<file path="src/rtl/rtc_pkg.sv">
package rtc_pkg;

    typedef struct packed {
        logic [7:0] yr;
        logic [7:0] mon;
        logic [7:0] date;
        logic [7:0] dow;
        logic [7:0] hr;
        logic [7:0] minute;
        logic [7:0] sec;
    } rtc_time_t;

    typedef enum logic [1:0] {
        ST_RUN    = 2'd0,
        ST_FROZEN = 2'd1,
        ST_LOAD   = 2'd2
    } rtc_seq_e;

    localparam int REG_CTRL = 0;
    localparam int REG_TRIM = 1;
    localparam int REG_SEC  = 2;
    localparam int REG_MIN  = 3;
    localparam int REG_HR   = 4;
    localparam int REG_DOW  = 5;
    localparam int REG_DATE = 6;
    localparam int REG_MON  = 7;
    localparam int REG_YR   = 8;

    localparam rtc_time_t TIME_INIT = '{yr: 8'h00, mon: 8'h01, date: 8'h01, dow: 8'h01,
                                        hr: 8'h00, minute: 8'h00, sec: 8'h00};

    function automatic logic [7:0] bcd_inc(input logic [7:0] v);
        return (v[3:0] == 4'h9) ? {v[7:4] + 4'h1, 4'h0} : {v[7:4], v[3:0] + 4'h1};
    endfunction

    // Two-digit BCD year divisible by four: even tens need 0/4/8, odd tens need 2/6.
    function automatic logic leap_year(input logic [7:0] y);
        if (y[4])
            return (y[3:0] == 4'h2) || (y[3:0] == 4'h6);
        return (y[3:0] == 4'h0) || (y[3:0] == 4'h4) || (y[3:0] == 4'h8);
    endfunction

    function automatic logic [7:0] month_last(input logic [7:0] m, input logic [7:0] y);
        case (m)
            8'h02:                      return leap_year(y) ? 8'h29 : 8'h28;
            8'h04, 8'h06, 8'h09, 8'h11: return 8'h30;
            default:                    return 8'h31;
        endcase
    endfunction

endpackage

</file>
<file path="src/rtl/rtc_calendar.sv">
module rtc_calendar
    import rtc_pkg::*;
(
    input  logic      clk,
    input  logic      rst_n,
    input  logic      step,
    input  logic      load,
    input  rtc_time_t load_val,
    output rtc_time_t now,
    output logic      year_wrap
);

    logic      sec_end, min_end, hr_end, day_end, mon_end;
    rtc_time_t nxt;

    always_comb begin
        sec_end = (now.sec == 8'h59);
        min_end = (now.minute == 8'h59);
        hr_end  = (now.hr == 8'h23);
        day_end = (now.date == month_last(now.mon, now.yr));
        mon_end = (now.mon == 8'h12);

        nxt     = now;
        nxt.sec = sec_end ? 8'h00 : bcd_inc(now.sec);
        if (sec_end) begin
            nxt.minute = min_end ? 8'h00 : bcd_inc(now.minute);
            if (min_end) begin
                nxt.hr = hr_end ? 8'h00 : bcd_inc(now.hr);
                if (hr_end) begin
                    nxt.dow  = (now.dow == 8'h07) ? 8'h01 : bcd_inc(now.dow);
                    nxt.date = day_end ? 8'h01 : bcd_inc(now.date);
                    if (day_end) begin
                        nxt.mon = mon_end ? 8'h01 : bcd_inc(now.mon);
                        if (mon_end)
                            nxt.yr = (now.yr == 8'h99) ? 8'h00 : bcd_inc(now.yr);
                    end
                end
            end
        end

        year_wrap = step && sec_end && min_end && hr_end && day_end && mon_end
                    && (now.yr == 8'h99);
    end

    always_ff @(posedge clk) begin
        if (!rst_n)
            now <= TIME_INIT;
        else if (load)
            now <= load_val;
        else if (step)
            now <= nxt;
    end

endmodule

</file>
<file path="src/rtl/rtc_wr_seq.sv">
module rtc_wr_seq
    import rtc_pkg::*;
(
    input  logic     clk,
    input  logic     rst_n,
    input  logic     hold_req,
    output logic     count_en,
    output logic     load_pulse,
    output rtc_seq_e state
);

    rtc_seq_e nxt_state;

    always_comb begin
        nxt_state = state;
        unique case (state)
            ST_RUN:    if (hold_req)  nxt_state = ST_FROZEN;
            ST_FROZEN: if (!hold_req) nxt_state = ST_LOAD;
            ST_LOAD:   nxt_state = hold_req ? ST_FROZEN : ST_RUN;
            default:   nxt_state = ST_RUN;
        endcase
    end

    always_ff @(posedge clk) begin
        if (!rst_n)
            state <= ST_RUN;
        else
            state <= nxt_state;
    end

    always_comb begin
        count_en   = 1'b0;
        load_pulse = 1'b0;
        unique case (state)
            ST_RUN:    count_en   = !hold_req;
            ST_FROZEN: count_en   = 1'b0;
            ST_LOAD:   load_pulse = 1'b1;
            default:   count_en   = 1'b0;
        endcase
    end

endmodule

</file>
<file path="src/rtl/rtc_regfile_core.sv">
module rtc_regfile_core
    import rtc_pkg::*;
#(
    parameter int ADDR_W = 4
) (
    input  logic              clk,
    input  logic              rst_n,
    input  logic              batt_absent,
    input  logic              tick_1hz,
    input  logic              cal_wave,
    input  logic              pwr_fail_in,
    input  logic [ADDR_W-1:0] addr,
    input  logic [7:0]        wdata,
    input  logic              wr_en,
    input  logic              rd_en,
    output logic [7:0]        rdata,
    output logic              aux_out
);

    localparam logic [ADDR_W-1:0] A_CTRL = ADDR_W'(REG_CTRL);
    localparam logic [ADDR_W-1:0] A_TRIM = ADDR_W'(REG_TRIM);

    logic       cent_flag, cal_mode, hold_bit, snap_bit;
    logic       osc_halt, trim_sign;
    logic [4:0] trim_mag;
    rtc_time_t  image, now_time;
    logic       count_en, cal_load, step, yr_wrap, capture;
    rtc_seq_e   seq_state;
    logic [7:0] rd_mux;

    rtc_wr_seq u_seq (
        .clk        (clk),
        .rst_n      (rst_n),
        .hold_req   (hold_bit),
        .count_en   (count_en),
        .load_pulse (cal_load),
        .state      (seq_state)
    );

    assign step = tick_1hz && !osc_halt && count_en;

    rtc_calendar u_cal (
        .clk       (clk),
        .rst_n     (rst_n),
        .step      (step),
        .load      (cal_load),
        .load_val  (image),
        .now       (now_time),
        .year_wrap (yr_wrap)
    );

    assign capture = wr_en && (addr == A_CTRL) && wdata[0] && !snap_bit;
    assign aux_out = cal_mode ? cal_wave : pwr_fail_in;

    always_ff @(posedge clk) begin
        if (!rst_n) begin
            cent_flag <= 1'b0;
            cal_mode  <= 1'b0;
            hold_bit  <= 1'b0;
            snap_bit  <= 1'b0;
            osc_halt  <= batt_absent;
            trim_sign <= 1'b0;
            trim_mag  <= '0;
            image     <= TIME_INIT;
        end else begin
            if (wr_en && addr == A_CTRL)
                {cal_mode, hold_bit, snap_bit} <= wdata[2:0];
            if (wr_en && addr == A_TRIM) begin
                osc_halt  <= wdata[7];
                trim_sign <= wdata[5];
                trim_mag  <= wdata[4:0];
            end
            if (yr_wrap)
                cent_flag <= 1'b1;
            else if (rd_en && addr == A_CTRL)
                cent_flag <= 1'b0;
            if (capture)
                image <= now_time;
            else if (wr_en) begin
                case (addr)
                    ADDR_W'(REG_SEC):  image.sec    <= wdata;
                    ADDR_W'(REG_MIN):  image.minute <= wdata;
                    ADDR_W'(REG_HR):   image.hr     <= wdata;
                    ADDR_W'(REG_DOW):  image.dow    <= wdata;
                    ADDR_W'(REG_DATE): image.date   <= wdata;
                    ADDR_W'(REG_MON):  image.mon    <= wdata;
                    ADDR_W'(REG_YR):   image.yr     <= wdata;
                    default: ;
                endcase
            end
        end
    end

    always_comb begin
        case (addr)
            ADDR_W'(REG_CTRL): rd_mux = {1'b0, cent_flag, 3'b000, cal_mode, hold_bit, snap_bit};
            ADDR_W'(REG_TRIM): rd_mux = {osc_halt, 1'b0, trim_sign, trim_mag};
            ADDR_W'(REG_SEC):  rd_mux = image.sec;
            ADDR_W'(REG_MIN):  rd_mux = image.minute;
            ADDR_W'(REG_HR):   rd_mux = image.hr;
            ADDR_W'(REG_DOW):  rd_mux = image.dow;
            ADDR_W'(REG_DATE): rd_mux = image.date;
            ADDR_W'(REG_MON):  rd_mux = image.mon;
            ADDR_W'(REG_YR):   rd_mux = image.yr;
            default:           rd_mux = 8'h00;
        endcase
    end

    always_ff @(posedge clk) begin
        if (!rst_n)
            rdata <= 8'h00;
        else if (rd_en)
            rdata <= rd_mux;
    end

endmodule

</file>
<file path="config.mk">
export PLATFORM = sky130hd
export DESIGN_NAME = rtc_regfile_core
export DESIGN_NICKNAME = d
export VERILOG_FILES = /design/src/rtl/rtc_pkg.sv /design/src/rtl/rtc_calendar.sv /design/src/rtl/rtc_wr_seq.sv /design/src/rtl/rtc_regfile_core.sv
export SDC_FILE = /design/constraint.sdc
export NUM_CORES = 1
export LEC_CHECK = 0
export BUFFER_PORTS_ARGS = -buffer_cell sky130_fd_sc_hd__buf_2
export CORE_ASPECT_RATIO = 1.1
export CORE_UTILIZATION = 50
export CTS_CLUSTER_SIZE = 24
export DETAILED_ROUTE_END_ITERATION = 8
export GPL_TIMING_DRIVEN = 0
export PLACE_DENSITY = 0.66
export SETUP_SLACK_MARGIN = 0.2
export SLEW_MARGIN = 5
export SYNTH_ARGS = -nofsm -noshare
export SYNTH_HDL_FRONTEND = slang
export SYNTH_HIERARCHICAL = 1
export SYNTH_SLANG_ARGS = --single-unit
</file>
<file path="constraint.sdc">
create_clock -name clk -period 5.8 [get_ports clk]
set_clock_uncertainty 0.05 [all_clocks]
set_input_delay 0.87 -clock clk [delete_from_list [all_inputs] [get_ports clk]]
set_output_delay 0.87 -clock clk [all_outputs]
set_load 0.1 [all_outputs]
</file>
== Word-level counts from Yosys, hierarchy flattened ==
Index checks and enable logic that the tools add are counted.

* Bits of input ports: 20
* Output and inout bits: 9
* Word-level logic and storage cells: 194
* Flip-flop bits (word level): 133

* Reduce and logical (&&, ||, !) cells: 65
* Muxes and demuxes: 49
* Add/subtract/negate cells: 14
* Eq/ne operators: 36

{| class="wikitable"
|+ Operators with widths
! cell !! number
|-
| 2-to-1 mux 56 bit || 4
|-
| 2-to-1 mux 8 bit || 22
|-
| one-hot mux 8 bit (9 select lines) || 1
|-
| adder 4 x 1 -> 4 bit, second input constant || 14
|-
| 2-to-1 mux 48 bit || 1
|-
| 2-to-1 mux 40 bit || 1
|-
| equality test 4 bit, second input constant || 9
|-
| 2-to-1 mux 32 bit || 1
|-
| nonzero test 2 bit || 15
|-
| equality test 4 x 3 -> 1 bit, second input constant || 6
|-
| equality test 8 x 3 -> 1 bit, second input constant || 3
|-
| nonzero test 3 bit || 7
|-
| AND reduction 2 bit || 10
|-
| equality test 8 x 5 -> 1 bit, second input constant || 2
|-
| equality test 8 x 7 -> 1 bit, second input constant || 2
|-
| 2-to-1 mux 16 bit || 1
|-
| one-hot mux 8 bit (2 select lines) || 1
|-
| AND reduction 5 bit || 3
|-
| 2-to-1 mux 1 bit || 14
|-
| logical AND 1 bit || 13
|-
| equality test 4 x 2 -> 1 bit, second input constant || 3
|-
| AND reduction 6 bit || 2
|-
| equality test 8 x 2 -> 1 bit, second input constant || 1
|-
| equality test 8 x 4 -> 1 bit, second input constant || 1
|-
| 18 further kinds || 27
|}

== Depth between registers and ports, before layout ==
Gate-level depths: netlist of run 1.

* Depth after elaboration: 14
* Depth in mapped cells: 12
* Gate-level depth less buffers: 10

== Cells and area by module ==
Netlist of run 1, hierarchy kept.

{| class="wikitable"
|+ By module, submodules not included
! module !! times used !! area an instance (um2) !! cells an instance !! sequential area each (um2)
|-
| rtc_calendar || 1 || 3895.0 || 506 || 1121.1
|-
| rtc_regfile_core || 1 || 3744.8 || 432 || 1511.4
|-
| rtc_wr_seq || 1 || 73.8 || 8 || 40.0
|}

== Worst setup path after synthesis of run 1 ==
Ideal clock, no wire load.

* Kind: input to register
* Start: in tick_1hz
* End: reg u_cal/now[50] (netlist bit)
* Arrival: 2.761 ns
* Path slack: 2.915 ns
* Stages: 9
* Setup time: 0.074 ns
* Buffers on the path: 2
* Required time: 5.676 ns
* Cell sequence: nand2_1 -> nor2_1 -> clkbuf_1 -> nand3_1 -> clkbuf_1 -> a2111oi_2 -> mux2i_2 -> or4_1 -> a31oi_1

* Longest elaborated chain between the ends: 4

{| class="wikitable"
|+ Ends and longest elaborated chain
! what !! RTL line !! text
|-
| start: declaration || rtc_regfile_core.sv:9 || <nowiki>input logic tick_1hz,</nowiki>
|-
| logical AND 1 bit (2 in series) || rtc_regfile_core.sv:40 || <nowiki>assign step = tick_1hz && !osc_halt && count_en;</nowiki>
|-
| via step || rtc_regfile_core.sv:27 || <nowiki>logic count_en, cal_load, step, yr_wrap, capture;</nowiki>
|-
| nonzero test 2 bit (no line) || n/a ||
|-
| AND reduction 6 bit (no line) || n/a ||
|-
| end signal: assignment || rtc_calendar.sv:49 || <nowiki>now <= load_val;</nowiki>
|-
| end signal: assignment || rtc_calendar.sv:51 || <nowiki>now <= nxt;</nowiki>
|-
| end: declaration || rtc_calendar.sv:9 || <nowiki>output rtc_time_t now,</nowiki>
|}

The timed path passes the listed nets, and every way through them passes these cells.
A chain may end at the register's enable or synchronous reset.

== Final worst setup path of run 1 ==
* Start: reg u_cal/now[41] (netlist bit)
* End: reg cent_flag

* Longest elaborated chain between the ends: 8
* Elaborated cells between the ends (all ways): 14
* Classes of those cells: 7 x eq/ne; 2 x mux; 5 x reduce/logical

{| class="wikitable"
|+ Ends and longest elaborated chain
! what !! RTL line !! text
|-
| equality test 8 x 3 -> 1 bit (tied with other cells) || rtc_pkg.sv:44 || <nowiki>case (m)</nowiki>
|-
| OR reduction 4 bit || rtc_pkg.sv:44 ||
|-
| one-hot mux 8 bit (2 select lines) || rtc_pkg.sv:44 ||
|-
| equality test 8 bit || rtc_calendar.sv:20 || <nowiki>day_end = (now.date == month_last(now.mon, now.yr));</nowiki>
|-
| logical AND 1 bit || rtc_calendar.sv:41 || <nowiki>year_wrap = step && sec_end && min_end && hr_end && day_end && mon_end</nowiki>
|-
| logical AND 1 bit * || rtc_calendar.sv:41 ||
|-
| logical AND 1 bit * || rtc_calendar.sv:42 || <nowiki>&& (now.yr == 8'h99);</nowiki>
|-
| via yr_wrap || rtc_regfile_core.sv:27 ||
|-
| 2-to-1 mux 1 bit or nonzero test 2 bit (tied branches) || n/a ||
|-
| end signal: assignment || rtc_regfile_core.sv:57 || <nowiki>cent_flag <= 1'b0;</nowiki>
|-
| end signal: assignment || rtc_regfile_core.sv:74 || <nowiki>cent_flag <= 1'b1;</nowiki>
|-
| end signal: assignment || rtc_regfile_core.sv:76 || <nowiki>cent_flag <= 1'b0;</nowiki>
|-
| end: declaration || rtc_regfile_core.sv:23 || <nowiki>logic cent_flag, cal_mode, hold_bit, snap_bit;</nowiki>
|}

The timed path passes the listed nets; every way through them passes the cells marked *.

==> metrics.csv, run 1 <==
stage;metric;value;unit
power_and_ir_drop;p_comb_frac;0.082;
synthesis;synth_cells;946;
synthesis;ys_types;81;
routing;routed_wl;28600;um
power_and_ir_drop;max-vdd-ir-drop;197;uV
global_routing;grt_max_degree;17;
synthesis;synth_area_per_cell;8.15;sq um
timing;max_slew_margin;0.0488;
power_and_ir_drop;p_seq_frac;0.452;
synthesis;ys_warn_count;6;
global_routing;grt_pass1_wl;43000;um
synthesis;synth_edf_count;1;
timing;final.setup.tns;0;ps
die;core-area;15100;sq um
global_routing;grt_antenna_before_repair;0;
finish;drive_above_1_share;0.123;
timing;finalCriticalPeriod;3740;ps
timing;setup_viol;0;
cts;clock_path_buffers;2;
timing;fmax;0.267;GHz
cts;htreeDepth;4;
cts;clockRootBuffer;clkbuf_16;
die;die_area;15900;sq um
power_and_ir_drop;clkPwrFrac;0.466;
cts;clock-sinks;133;
power_and_ir_drop;p_sw;537;uW
placed_design;dp.cells;1171;
routing;wire_per_inst;23.9;um
placed_design;place_congestion;1.03;
synthesis;yosysTopAreaCell;dfxtp_1;
routing;viasPerCell;6.62;
placed_design;portBuffers;27;
cts;cts_inserted_buffers;17;
die;die_x;120;um
run;max_cap_viol_count;0;
outcome;status;completed;
power_and_ir_drop;intPower;1.58;mW
die;num_rows;47;
synthesis;synth-main-ff-cell;dfxtp_1;
global_routing;grt_util_all_layers;0.367;
synthesis;synth_fp_nets;986;
cts;hold_buffers;0;
cts;clkTransAtPathRegs;60;ps
placed_design;dpl.hpwl;20500;um
timing;period_share;0.645;
die;die_y;132;um
global_routing;first_global_vias;7174;
synthesis;async_flop_share;0;
synthesis;synth_top_area_share;0.343;
hold_path;hold_path.class;reg2reg;
power_and_ir_drop;power.density;245;nW/um^2
cts;cts_tree;built;
power_and_ir_drop;p_sw_frac;0.253;
routing;drt_pass1_iterations;5;
power_and_ir_drop;leakage;3.15;nW
synthesis;synth.area.top_cells;dfxtp_1, a21oi_1, o21ai_0, mux2i_1, ha_1;
routing;drc_errors;0;
die;pin_count;29;
routing;drtIter0Drc;963;
cts;cts_resized;0;
critical_path;critPathMaxFanout;9;
critical_path;critPathCaptureType;flip-flop;
die;initial_core_util;0.512;
timing;worst_pin_slew;1420;ps
global_routing;grt_overflow;0;
critical_path;startpoint;u_cal/now[41]$_SDFFE_PN0P_;
synthesis;synth_area;7710;sq um
finish;fin_area;8630;sq um
routing;num_vias;7935;
hold_path;worstHoldStart;rdata[4]$_SDFFE_PN0P_;
finish;fin_util;0.573;
finish;area_growth;11.9;%
critical_path;critical_path_class;reg2reg;
timing;hold_violations;0;
critical_path;arrival;4070;ps
synthesis;ys_seq_elements;133;
routing;ant_nets;0;
timing;drv_slew;0;
critical_path;cp-start-kind;flip-flop;
timing;rsz0062_at_grt;no;
placed_design;placed_cell_area;8120;sq um
cts;clkLatencyLatePin;430;ps
finish;nets;1034;
cts;cts_setup_buffers;0;
critical_path;required;6120;ps
finish;antenna_cells;0;
finish;final_cells;1198;
synthesis;yosysSeqAreaShare;0.346;
critical_path;r2r-start;u_cal/now[41]$_SDFFE_PN0P_;
==> registers in the layout (all words and copies together) (netlist names) <==
register / count
cal_mode: 1
cent_flag: 1
hold_bit: 1
image: 56
osc_halt: 1
rdata: 8
snap_bit: 1
trim_mag: 5
trim_sign: 1
u_cal/now: 56
u_seq/state: 2
==> placed cells by master, fill, tap and decap left out, types with 26 or more instances in the layout <==
cell type / Yosys / layout
a21oi_1: 142 / 142
buf_2: 22 / 49
clkbuf_1: 36 / 37
dfxtp_1: 132 / 132
mux2i_1: 26 / 26
nand2_1: 65 / 65
nor2_1: 47 / 47
nor2b_1: 28 / 28
o21ai_0: 93 / 93
==> worst max-delay path: stages (launching register included) <==
cell and delay, ps:
dfxtp_1 350, buf_2 200, or4b_2 690, or3b_2 540, nor2_1 410, nand2_1 290, a2111oi_0 720, and2_1 280
a21oi_1 50, nor2b_1 90
==> metrics by stage <==
| stage | power (mW) | setup slack [ps] | hold slack, ps |
|---|---|---|---|
| floorplan | 1.07 | 2920 | 391 |
| CTS | 2.11 | 2110 | 394 |
| finish | 2.12 | 2060 | 389 |
| global placement | 1.14 | 1490 | 374 |
| global route | 2.17 | 1980 | 423 |
| detailed placement | 1.14 | 1860 | 386 |
==> cell usage after synthesis, types with 4 or more instances <==
| library cell | number |
|---|---|
| nor2b_1 | 28 |
| nor4bb_1 | 4 |
| o31ai_1 | 8 |
| mux2i_1 | 26 |
| clkbuf_1 | 36 |
| a21oi_1 | 142 |
| or3_1 | 9 |
| a221oi_1 | 9 |
| nor4_1 | 8 |
| mux2_2 | 8 |
| a311oi_1 | 4 |
| inv_1 | 24 |
| a31oi_1 | 16 |
| and3_1 | 5 |
| nor2_1 | 47 |
| a22oi_1 | 5 |
| nor3_1 | 25 |
| nand2b_1 | 16 |
| dfxtp_1 | 132 |
| o21a_1 | 4 |
| a32oi_1 | 6 |
| nor3b_1 | 6 |
| o21ai_0 | 93 |
| o21ai_1 | 7 |
| xor2_1 | 5 |
| nand3b_1 | 9 |
| or3b_2 | 6 |
| o211a_1 | 5 |
| a21boi_1 | 6 |
| or4_1 | 6 |
| nand2_1 | 65 |
| or2_2 | 4 |
| a211oi_1 | 12 |
| xnor2_1 | 6 |
| ha_1 | 20 |
| o211ai_1 | 10 |
| buf_2 | 22 |
| nand3_1 | 25 |
| and2_1 | 4 |
==> power groups by stage <==
| stage | Combinational, mW | Sequential (mW) | Clock [mW] |
|---|---|---|---|
| after detailed placement | 0.167 | 0.976 | 0 |
| after global placement | 0.167 | 0.976 | 0 |
| after CTS | 0.168 | 0.957 | 0.990 |
| final | 0.174 | 0.958 | 0.987 |
| after global routing | 0.183 | 0.959 | 1.03 |
| after floorplan | 0.102 | 0.972 | 0 |
==> final timing paths <==
| kind | slack, ps | cells after the start | to |
|---|---|---|---|
| worst max register to register | 2060 | 9 | cent_flag$_SDFFE_PN0P_ |
| worst min-delay path | 390 | 2 | rdata[4]$_SDFFE_PN0P_ |
| worst max-delay path | 2060 | 9 | cent_flag$_SDFFE_PN0P_ |
| worst min register to register | 390 | 2 | rdata[4]$_SDFFE_PN0P_ |
==> kinds of logic after synthesis <==
| kind of cell | after synthesis | synth area share |
|---|---|---|
| flops | 133 | 0.346 |
| fa+ha+maj | 20 | 0.0324 |
| xor+xnor | 11 | 0.0125 |
| simple gates | 290 | 0.212 |
| compound gates | 364 | 0.290 |
| mux | 38 | 0.0560 |
| buf+inv | 90 | 0.0508 |
==> layer usage <==
metal,vias up,track usage,wire (um)
met3,106,0.0779,2360
met4,0,0.222,1720
met2,426,0.559,12700
met1,3776,0.472,11800
li1,3627,-,-
met5,-,0,0
==> cell type report <==
class | count | area, sq um
clock buffer | 20 | 457
sequential | 133 | 2670
clock inverter | 7 | 60.1
timing repair buffer | 29 | 150
tap | 196 | 245
fill | 1466 | 6420
inverter | 25 | 93.8
buffer | 65 | 298
multi-input combinational | 723 | 4660
Power figures use the tool's default switching activity.
==> run 2, diff against run 1 <==
Settings changed: PLACE_DENSITY 0.66 to 0.68.
Clock period 5.8 ns to 3.3 ns, I/O delays scaled along.
==> run 2 against run 1 <==
Critical path type unchanged. Worst setup slack got worse by 1800 ps. Combinational power increased by 75%. Clock-buffer cell count decreased by 3.
==> metrics.csv, run 2 (synthesized netlist as in run 1, its figures left out) <==
stage;metric;value;unit
finish;num-fill-cells;1426;
power_and_ir_drop;max-vdd-ir-drop;356;uV
cts;clockRootBuffer;clkbuf_16;
die;pin_count;29;
global_routing;grt_util_all_layers;0.364;
critical_path;cp-start-kind;flip-flop;
finish;multiInputGateArea;4760;sq um
cts;cts_tree;built;
routing;ant_nets;0;
cts;htreeDepth;4;
timing;period_share;0.920;
routing;drt_pass1_iterations;5;
finish;nets;1040;
timing;whs;304;ps
critical_path;required;3590;ps
finish;regArea;2670;sq um
critical_path;arrival;3320;ps
critical_path;startpoint;u_cal/now[20]$_SDFFE_PN0P_;
timing;finalCriticalPeriod;3040;ps
placed_design;place_ws;-363;ps
timing;fmax;0.329;GHz
global_routing;first_global_vias;7328;
power_and_ir_drop;leakage;3.25;nW
critical_path;critical_path_class;reg2reg;
timing;final.setup.worst_slack;264;ps
finish;reg_top3;image (56), u_cal/now (56), rdata (8);
run;max_cap_viol_count;0;
hold_path;worstHoldStart;wdata[2];
timing;max_slew_margin;0.0724;
die;die_area;15900;sq um
finish;final_common_cell;a21oi_1;
cts;hold_buffers;0;
routing;routed_wl;28600;um
routing;num_vias;7933;
hold_path;hold_path.class;in2reg;
die;die_x;120;um
finish;area_growth;15.4;%
routing;drtIter0Drc;779;
finish;antenna_cells;0;
critical_path;critPathMaxFanout;7;
outcome;status;completed;
finish;final_cells;1208;
timing;drv_slew;0;
die;core-area;15100;sq um
critical_path;critPathCaptureType;flip-flop;
timing;worst_pin_slew;1390;ps
die;num_rows;47;
power_and_ir_drop;total_power;3.99;mW
global_routing;grt_antenna_before_repair;0;
cts;clock_path_buffers;2;
global_routing;grt_overflow;0;
power_and_ir_drop;power.density;449;nW/um^2
placed_design;dp.cells;1171;
cts;cts_inserted_buffers;17;
die;die_y;132;um
finish;layout_common_cells;a21oi_1, dfxtp_1, o21ai_0;
placed_design;dpl.hpwl;20400;um
die;initial_core_util;0.512;
global_routing;grt_max_degree;17;
placed_design;portBuffers;27;
cts;clock-sinks;133;
timing;hold_violations;0;
placed_design;place_congestion;1.02;
cts;clkTransAtPathRegs;70;ps
cts;clkLatencyLatePin;440;ps
critical_path;r2r-start;u_cal/now[20]$_SDFFE_PN0P_;
finish;drive_above_1_share;0.150;
timing;setup_viol;0;
routing;viasPerCell;6.57;
routing;drc_errors;0;
global_routing;grt_pass1_wl;43000;um
timing;rsz0062_at_grt;no;
routing;wire_per_inst;23.7;um
hold_path;hold_path_depth;3;
critical_path;reg2reg_depth;9;
-- run 2: cell type report --
cell class | instances | area share
plain buffers | 65 | 0.0360
clock buffers | 17 | 0.0478
clock inverters | 14 | 0.0210
inverters | 25 | 0.0105
multi-input cells | 723 | 0.535
flip-flops and latches | 133 | 0.300
well taps | 196 | 0.0276
repair buffers | 35 | 0.0219
-- run 2: final timing paths --
path	to	slack (ps)
max reg2reg	u_cal/now[48]$_SDFFE_PN0P_	260
min	trim_mag[2]$_SDFFE_PN0P_	300
min reg2reg	rdata[4]$_SDFFE_PN0P_	400
max	u_cal/now[48]$_SDFFE_PN0P_	260
-- run 2: repair_timing --
| action | CTS | global route |
|---|---|---|
| pin swaps | 1 | 6 |
| resized for setup | 10 | 28 |
| buffers inserted | 1 | 5 |
| endpoints found under the setup margin | 29 | 29 |
-- run 2: critical path, cell delays in order (launching register included) --
cell and delay [ps]:
dfxtp_1 360, inv_1 80, ha_1 150, or4b_4 500, or4_4 530, buf_6 160
a2111oi_4 290, mux2i_4 180, or3_1 370, a311oi_1 270
-- run 2: where the power goes --
part | internal [mW] | switching [mW] | leakage (nW)
sequential | 1.64 | 0.0407 | 1.08
combinational | 0.0959 | 0.208 | 1.87
clock | 1.25 | 0.752 | 0.298
-- run 2: metal layers --
metal | share of wire | track usage
met3 | 0.084 | 0.0757
met2 | 0.45 | 0.566
met5 | 0 | 0
met4 | 0.070 | 0.246
met1 | 0.40 | 0.453
-- run 2: metrics by stage --
| step | instance area (sq um) | TNS (ps) | util |
|---|---|---|---|
| final | 8900 | 0 | 0.591 |
| after global routing | 8900 | 0 | 0.591 |
| after CTS | 8750 | 0 | 0.582 |
| after detailed placement | 8120 | -728 | 0.539 |
| after global placement | 8090 | -3540 | 0.538 |
| after floorplan | 7710 | 0 | - |
